**config.mk**
```make
export PLATFORM = sky130hd
export DESIGN_NAME = dbank_read_router
export DESIGN_NICKNAME = d
export VERILOG_FILES = /design/src/rtl/dbr_pkg.sv /design/src/rtl/dbr_bank_dec.sv /design/src/rtl/dbr_stat_latch.sv /design/src/rtl/dbr_idle_fsm.sv /design/src/rtl/dbank_read_router.sv
export SDC_FILE = /design/constraint.sdc
export NUM_CORES = 1
export LEC_CHECK = 0
export CORE_MARGIN = 4
export CORE_UTILIZATION = 47
export DETAILED_ROUTE_END_ITERATION = 7
export PLACE_DENSITY = 0.86
export SLEW_MARGIN = 5
export SYNTH_ARGS = -nofsm -noshare
export SYNTH_HDL_FRONTEND = slang
export SYNTH_SLANG_ARGS = --single-unit
```
**constraint.sdc**
```tcl
create_clock -name clk -period 3.5 [get_ports clk]
set_input_delay 0.35 -clock clk [delete_from_list [all_inputs] [get_ports clk]]
set_output_delay 0.35 -clock clk [all_outputs]
set_load 0.01 [all_outputs]
```
**src/rtl/dbr_pkg.sv**
```systemverilog
package dbr_pkg;
    typedef enum logic [1:0] {
        MODE_ARRAY  = 2'b00,
        MODE_STATUS = 2'b01,
        MODE_IDENT  = 2'b10
    } rd_mode_e;

    typedef enum logic [1:0] {
        ST_DOWN   = 2'b00,
        ST_ACTIVE = 2'b01,
        ST_SAVE   = 2'b10
    } save_st_e;

    localparam logic [7:0] STAT_RESET = 8'h80;
endpackage

```
**src/rtl/dbr_bank_dec.sv**
```systemverilog
module dbr_bank_dec #(
    parameter int AW = 20,
    parameter logic [AW-1:0] BOUND_ADDR = 20'h20000
) (
    input  logic [AW-1:0] addr,
    output logic          bank_hi
);
    generate
        if (BOUND_ADDR == '0) begin : g_all_hi
            assign bank_hi = 1'b1;
        end else begin : g_cmp
            assign bank_hi = (addr >= BOUND_ADDR);
        end
    endgenerate
endmodule

```
**src/rtl/dbr_stat_latch.sv**
```systemverilog
module dbr_stat_latch (
    input  logic       clk,
    input  logic       pd_n,
    input  logic       ce_n,
    input  logic       oe_n,
    input  logic [7:0] stat_in,
    output logic [7:0] stat_q
);
    import dbr_pkg::*;

    logic strobe_off_q;
    logic capture;

    // capture only on the cycle the second strobe goes low
    assign capture = strobe_off_q && !ce_n && !oe_n;

    always_ff @(posedge clk or negedge pd_n) begin
        if (!pd_n) begin
            strobe_off_q <= 1'b1;
            stat_q       <= STAT_RESET;
        end else begin
            strobe_off_q <= ce_n || oe_n;
            if (capture) stat_q <= stat_in;
        end
    end

    AST_STAT_NO_REFRESH: assert property (@(posedge clk) disable iff (!pd_n)
        (!ce_n && !oe_n && !strobe_off_q) |=> $stable(stat_q));
endmodule

```
**src/rtl/dbr_idle_fsm.sv**
```systemverilog
module dbr_idle_fsm #(
    parameter int AW       = 20,
    parameter int IDLE_CYC = 20
) (
    input  logic          clk,
    input  logic          pd_n,
    input  logic [AW-1:0] addr,
    input  logic          ce_n,
    output logic          hold
);
    import dbr_pkg::*;

    localparam int CW = $clog2(IDLE_CYC + 1);

    save_st_e      st_q, st_d;
    logic [CW-1:0] cnt_q, cnt_d;
    logic [AW-1:0] addr_q;
    logic          ce_q;
    logic          chg;

    assign chg = (addr != addr_q) || (ce_n != ce_q);

    always_ff @(posedge clk or negedge pd_n) begin
        if (!pd_n) begin
            st_q   <= ST_DOWN;
            cnt_q  <= '0;
            addr_q <= '0;
            ce_q   <= 1'b1;
        end else begin
            st_q   <= st_d;
            cnt_q  <= cnt_d;
            addr_q <= addr;
            ce_q   <= ce_n;
        end
    end

    always_comb begin
        st_d  = st_q;
        cnt_d = cnt_q;
        hold  = 1'b0;
        unique case (st_q)
            ST_DOWN: begin
                st_d  = ST_ACTIVE;
                cnt_d = '0;
            end
            ST_ACTIVE: begin
                if (chg) begin
                    cnt_d = '0;
                end else if (cnt_q == CW'(IDLE_CYC - 1)) begin
                    st_d  = ST_SAVE;
                    cnt_d = '0;
                end else begin
                    cnt_d = cnt_q + 1'b1;
                end
            end
            ST_SAVE: begin
                if (chg) begin
                    st_d  = ST_ACTIVE;
                    cnt_d = '0;
                end else begin
                    hold = 1'b1;
                end
            end
            default: st_d = ST_DOWN;
        endcase
    end

    AST_CNT_BOUNDED: assert property (@(posedge clk) disable iff (!pd_n)
        (st_q == ST_ACTIVE) |-> (cnt_q < CW'(IDLE_CYC)));
    AST_SAVE_STAYS: assert property (@(posedge clk) disable iff (!pd_n)
        (st_q == ST_SAVE && !chg) |=> (st_q == ST_SAVE));
    AST_SAVE_EXIT: assert property (@(posedge clk) disable iff (!pd_n)
        (st_q == ST_SAVE && chg) |=> (st_q == ST_ACTIVE));
endmodule

```
**src/rtl/dbank_read_router.sv**
```systemverilog
module dbank_read_router #(
    parameter int AW       = 20,
    parameter int DW       = 16,
    parameter logic [AW-1:0] BOUND_ADDR = 20'h20000,
    parameter int IDLE_CYC = 20
) (
    input  logic          clk,
    input  logic          pd_n,
    input  logic          ce_n,
    input  logic          oe_n,
    input  logic [AW-1:0] addr,
    input  logic          mode_ld,
    input  logic [1:0]    mode_sel,
    input  logic [1:0]    bank_busy,
    input  logic [7:0]    stat_in,
    input  logic [DW-1:0] mfr_code,
    input  logic [DW-1:0] dev_code,
    output logic [AW-1:0] mem_addr,
    input  logic [DW-1:0] mem_rdata,
    output logic [DW-1:0] dout,
    output logic          dout_oe
);
    import dbr_pkg::*;

    rd_mode_e      mode_q;
    logic          bank_hi;
    logic [7:0]    stat_q;
    logic          hold;
    logic [DW-1:0] stat_ext;
    logic [DW-1:0] sel_d;
    logic [DW-1:0] data_q;

    dbr_bank_dec #(.AW(AW), .BOUND_ADDR(BOUND_ADDR)) u_dec (
        .addr    (addr),
        .bank_hi (bank_hi)
    );

    dbr_stat_latch u_stat (
        .clk     (clk),
        .pd_n    (pd_n),
        .ce_n    (ce_n),
        .oe_n    (oe_n),
        .stat_in (stat_in),
        .stat_q  (stat_q)
    );

    dbr_idle_fsm #(.AW(AW), .IDLE_CYC(IDLE_CYC)) u_idle (
        .clk  (clk),
        .pd_n (pd_n),
        .addr (addr),
        .ce_n (ce_n),
        .hold (hold)
    );

    assign mem_addr = addr;
    assign stat_ext = {{(DW-8){1'b0}}, stat_q};

    // read mode register
    always_ff @(posedge clk or negedge pd_n) begin
        if (!pd_n)        mode_q <= MODE_ARRAY;
        else if (mode_ld) mode_q <= (mode_sel == 2'b11) ? MODE_ARRAY : rd_mode_e'(mode_sel);
    end

    // read source selection
    always_comb begin
        sel_d = mem_rdata;
        if (bank_busy[bank_hi]) begin
            sel_d = stat_ext;
        end else begin
            unique case (mode_q)
                MODE_ARRAY:  sel_d = mem_rdata;
                MODE_STATUS: sel_d = stat_ext;
                MODE_IDENT: begin
                    if (addr == AW'(0))      sel_d = mfr_code;
                    else if (addr == AW'(1)) sel_d = dev_code;
                    else                     sel_d = '0;
                end
                default: sel_d = mem_rdata;
            endcase
        end
    end

    always_ff @(posedge clk or negedge pd_n) begin
        if (!pd_n)      data_q <= '0;
        else if (!hold) data_q <= sel_d;
    end

    assign dout    = data_q;
    assign dout_oe = pd_n && !ce_n && !oe_n;

    AST_BUSY_GIVES_STATUS: assert property (@(posedge clk) disable iff (!pd_n)
        (!hold && bank_busy[bank_hi]) |=> (data_q == $past(stat_ext)));
    AST_IDENT_MFR: assert property (@(posedge clk) disable iff (!pd_n)
        (!hold && !bank_busy[bank_hi] && mode_q == MODE_IDENT && addr == AW'(0))
        |=> (data_q == $past(mfr_code)));
    AST_HOLD_FREEZE: assert property (@(posedge clk) disable iff (!pd_n)
        hold |=> $stable(data_q));
endmodule

```
======== Word-level counts from Yosys, hierarchy flattened ========
Index checks and enable logic that the tools add are counted.
storage, ports and cells
  register bits ........................... 55
  output and inout port bits .............. 37
  word-level logic and storage cells ...... 53
  bits of input ports ..................... 85
cells by class
  equality and inequality tests ........... 12
  magnitude comparators ................... 2
  add/sub/neg operators ................... 1
  mux-type cells .......................... 17
  reductions and logical operators ........ 13
operators by type and width
  operator                                                                       number
  16-bit two-way mux                                                             3
  16-bit case mux with 2 select lines                                            1
  20-bit by 1-bit equality test with 1-bit output (second input constant)        1
  20-bit by 18-bit >= comparator with 1-bit output (second input constant)       1
  20-bit zero test                                                               1
  20-bit inequality test                                                         1
  5-bit two-way mux                                                              3
  5-bit case mux with 3 select lines                                             1
  2-bit two-way mux                                                              4
  2-bit equality test (second input constant)                                    3
  2-bit case mux with 3 select lines                                             1
  5-bit by 1-bit adder with 5-bit output (second input constant)                 1
  5-bit equality test (second input constant)                                    1
  2-bit by 1-bit equality test with 1-bit output (second input constant)         2
  1-bit logical AND                                                              4
  1-bit two-way mux                                                              4
  2-bit by 1-bit inequality test with 1-bit output (second input constant)       2
  3-bit AND reduction                                                            1
  3-bit nonzero test                                                             1
  1-bit zero test                                                                2
  2-bit zero test                                                                1
  1-bit logical OR                                                               2
  1-bit by 2-bit less-than comparator with 1-bit output (second input constant)  1
  2-bit inequality test (second input constant)                                  1
  other kinds (2)                                                                2

======== Longest topological paths before layout ========
  word-level depth ........................ 5
  mapped depth ............................ 11
  depth with buffers taken out ............ 8

======== Cells and area by module ========
From an unflattened synthesis, not the netlist that was laid out.
unflattened totals
  cell total of the unflattened synthesis .. 291
  area total of the unflattened synthesis .. 3000.4 µm²
modules (own cells, without submodules)
  module             seq. area each (µm²)  instances  cells each  area an instance (µm²)
  dbank_read_router  450.4                 1          175         1476.4
  dbr_idle_fsm       701.9                 1          96          1174.9
  dbr_stat_latch     227.7                 1          19          342.8
  dbr_bank_dec       0.0                   1          1           6.3

======== Worst setup path before layout ========
No wires, ideal clock.
  path type ............................... flip-flop to flip-flop
  start point ............................. register mode_q[0]
  end point ............................... register data_q[0], in the netlist dout[0]
  slack ................................... 1308 ps
  clock period less this slack ............ 2192 ps
  required time ........................... 3421 ps
  library setup time ...................... 79 ps
  cell stages (with the launch flop) ...... 12
  buffers on the path ..................... 3
  arrival ................................. 2113 ps
  cell sequence ........................... dfrtp_1 > inv_1 > ha_1 > buf_6 > nor4b_1 > nand4_1 > or4_1 > buf_6 > buf_8 > o21ai_1 > o21ai_0 > mux2i_1
on the way
  word-level cells in the longest chain between the ends .. 3
  elaborated cells on any way between the ends .. 4
  classes of those cells .................. 2 x eq/ne; 2 x mux
RTL lines
  item                                                                                   line                     text
  start: declaration                                                                     dbank_read_router.sv:25  rd_mode_e mode_q;
  start signal: assignment                                                               dbank_read_router.sv:61  else if (mode_ld) mode_q <= (mode_sel == 2'b11) ? MODE_ARRAY : rd_mode_e'(mode_sel);
  2-bit equality test or 2-bit by 1-bit equality test with 1-bit output (tied branches)  dbank_read_router.sv:70  unique case (mode_q)
  16-bit case mux with 2 select lines (*)                                                dbank_read_router.sv:70
  16-bit two-way mux (*)                                                                 dbank_read_router.sv:67  if (bank_busy[bank_hi]) begin
  end signal: assignment                                                                 dbank_read_router.sv:85  else if (!hold) data_q <= sel_d;
  end: declaration                                                                       dbank_read_router.sv:31  logic [DW-1:0] data_q;
Every way passes the cells marked *; elsewhere a longest branch is shown, timed or not.
A chain may end at the register's enable or synchronous reset.

======== Worst setup path after layout ========
  start point ............................. input addr[17]
  end point ............................... register data_q[0], in the netlist dout[0]
on the way
  word-level cells in the longest chain between the ends .. 5
  elaborated cells on any way between the ends .. 13
  classes of those cells .................. 1 x order compare; 2 x eq/ne; 8 x mux; 2 x reduce/logical
RTL lines
  item                                                                                      line                     text
  start: declaration                                                                        dbank_read_router.sv:11  input logic [AW-1:0] addr,
  branches (longest 5 deep; another with 20-bit by 18-bit >= comparator with 1-bit output)  --
Several ways; the timed one is not identified. The select of a mux whose other input is x is not followed.

==> results.yml <==
outcome:
  outcome: "finished clean"
global_route:
  globalRouteTotalUtil_pct: 20.0
  pin_count_of_the_biggest_net_entering_global_routing: 56
  antenna_found_initial: 0
  overflow: 0
  grt_pass1_vias: 2467
  grt_pass1_wl_um: 12000
route:
  detailroute.via_count: 2330
  avgRoutedWirePerCell_um: 16.6
  detail_route.drc_violations: 0
  drt_pass1_iterations: 4
  first_iter_violations: 179
  route.antenna.remaining_nets: 0
  wl_um: 7290
  routed_via_density: 5.32
placement:
  dp_hpwl_um: 5580
  placed_area_um2: 4030
  port_buffers: 121
  place_inst: 430
  gp_congestion: 0.884
timing:
  final_hold_viol_count: 0
  skew_ns: 0.00715
  whs_ns: 0.194
  timing_worst_slew_pin_value_ns: 0.732
  final-max-slew-violation-count: 0
  final.setup.tns_ns: 0
  min_period_over_period_pct: 73.7
  max_fclk_ghz: 0.388
  finalCriticalPeriod_ns: 2.58
  report.final.setup_viol: 0
  slew_headroom_pct: 51.0
  rsz0062_at_grt: "false"
clock_tree:
  worstSkewPairLatency_ns: 0.31
  post_cts_resized: 0
  clk_pin_slew_ns: 0.10
  cts_tree: "yes"
  postCtsSetupRepairBufs: 0
  numClockSinks: 55
  clock_path_buffers: 2
  cts_inserted_buffers: 5
  cts_hold_repair.buffers: 0
  h-tree-depth: 2
  cts.root.buffer_cell: "sky130_fd_sc_hd__clkbuf_8"
power:
  power_w: 0.00143
  max_ir_drop_vdd_uv: 230
  p_per_area_nw_per_um2: 347
  p_leak_nw: 1.84
finish:
  final_layout_size_suffix_gt1_share_pct: 7.99
  design.final.nets: 450
  areaGrowthSynthToFinish_pct: 39.4
  layout.cells.most_common: "sky130_fd_sc_hd__clkdlybuf4s50_1"
  number_of_inserted_diodes: 0
  most-common-layout-cells: "sky130_fd_sc_hd__clkdlybuf4s50_1 (120), sky130_fd_sc_hd__dfrtp_1 (52), sky130_fd_sc_hd__mux2i_1 (25)"
  fin_area_um2: 4130
  fin_cells: 438
die:
  initial_utilization_pct: 49.1
  die_y_um: 87.4
  die-area_um2: 7630
  core.rowCount: 28
  die_w_um: 87.4
  placeableCoreArea_um2: 6030
  ioPinCount: 122
synth:
  postSynthAreaPerCell_um2: 11.3
  register_area_share_after_synthesis_pct: 46.6
  yosys_warnings: 0
  synth_seq_cells: 55
  syn-instance-count: 262
  netlist_area_um2: 2960
  yosys.cell_types.count: 41
  synth.top_cells.by_area: "sky130_fd_sc_hd__dfrtp_1 (44%), sky130_fd_sc_hd__mux2i_1 (8.5%), sky130_fd_sc_hd__xor2_1 (6.2%)"
  synth_top_area_cell: "sky130_fd_sc_hd__dfrtp_1"
  synth_top_cell_area_share_pct: 44.0
  synth_fp_nets: 350
critical_path:
  rr_worst_depth: 8
  critical_path_arrival_ns: 2.82
  critical_path.endpoint_type: "flip-flop"
  timing.critical_path.fanout_max: 16
  crit_family: "simple AND/OR/NAND/NOR gates"
  worstPathCellList: "clkdlybuf4s50_1, nor3_1, nand4_1, or4_1, o21ai_1, o21ai_0, mux2i_1"
  setup_crit_start_kind: "input pin"
  setup.worst_path.class: "in -> reg"
  max_stage_delay_ns: 0.76
  worstSetupPathDepth: 7
  crit_buf_inv: 1
  slowest_stage: "sky130_fd_sc_hd__or4_1"
  worst_ep_required_time_ns: 3.74
hold_path:
  holdCritPathClass: "in -> async"
job:
  drv.max_cap_violation_count: 0
[state kept, by name, indices dropped and copies added, names as in the netlist]
register             count
dout                    16
mode_q                   2
u_idle.addr_q           20
u_idle.ce_q              1
u_idle.cnt_q             5
u_idle.st_q              2
u_stat.stat_q            8
u_stat.strobe_off_q      1
[cells by family (layout without fill, tap and decap cells)]
kind of cell	after synthesis	in the layout	synth area share (%)
and+or+nand+nor	50	50	9.76
DFF	55	55	46.6
adders and majority gates	3	3	1.27
AOI/OAI and AO/OA	46	46	10.8
muxes	42	42	15.0
xor gates and xnor gates	21	21	6.21
buffers and inverters	45	146	10.3
[cell usage after synthesis, drive strengths merged]
master,count
inv,13
nor2b,2
a211oi,2
nor3b,2
nand3,2
buf,28
or4,2
nor4,6
mux2i,25
a21oi,1
and4b,1
dfrtp,52
clkbuf,4
dfstp,3
ha,3
nor3,3
nor4b,2
nand4,2
a221oi,8
xor2,21
a2bb2oi,8
and2,1
and3,4
o21ai,23
nor2,13
o211ai,3
mux2,17
a211o,1
nand2b,2
or2,1
nand2,4
nand3b,3
[worst paths after layout]
path | slack [ns] | end | from
setup reg to reg | 0.98 | dout[0] | mode_q[0]
hold reg to reg | 0.49 | dout[11] | dout[11]
hold / removal | 0.19 | u_idle.addr_q[7] | pd_n
setup / recovery | 0.92 | dout[0] | addr[17]
min in group clk | 0.49 | dout[11] | dout[11]
max in group asynchronous | 2.86 | dout[13] | pd_n
[where the power goes]
part           total (W)  internal (W)  switching (W)
Clock           0.000358      0.000143       0.000214
Combinational   0.000352      0.000212       0.000141
Sequential      0.000724      0.000691      0.0000329
[metal layers]
metal	GRT usage [%]	routed length, um	part of all wire (%)	vias to the layer above
met4	5.44	123	1.7	0
met5	0	0	0	-
met3	4.54	477	6.5	11
met1	24.6	2910	40	1130
li1	-	-	-	1115
met2	35.2	3770	52	74
[per-stage QoR]
stage	utilization, %	worst slack [ns]
finish	68.5	0.921
global route	68.5	0.701
CTS	68.5	0.940
detailed placement	66.9	0.607
global placement	66.9	0.661
floorplan	-	1.31
[layout make-up]
cell class / count / area [um^2]
fillers: 470 / 1900
flip-flops and latches: 55 / 1380
multi-input cells: 162 / 1270
repair buffers: 125 / 1240
well taps: 75 / 93.8
clock buffers: 5 / 68.8
inverters: 13 / 48.8
clock inverters: 3 / 25.0
Power figures use the tool's default switching activity.
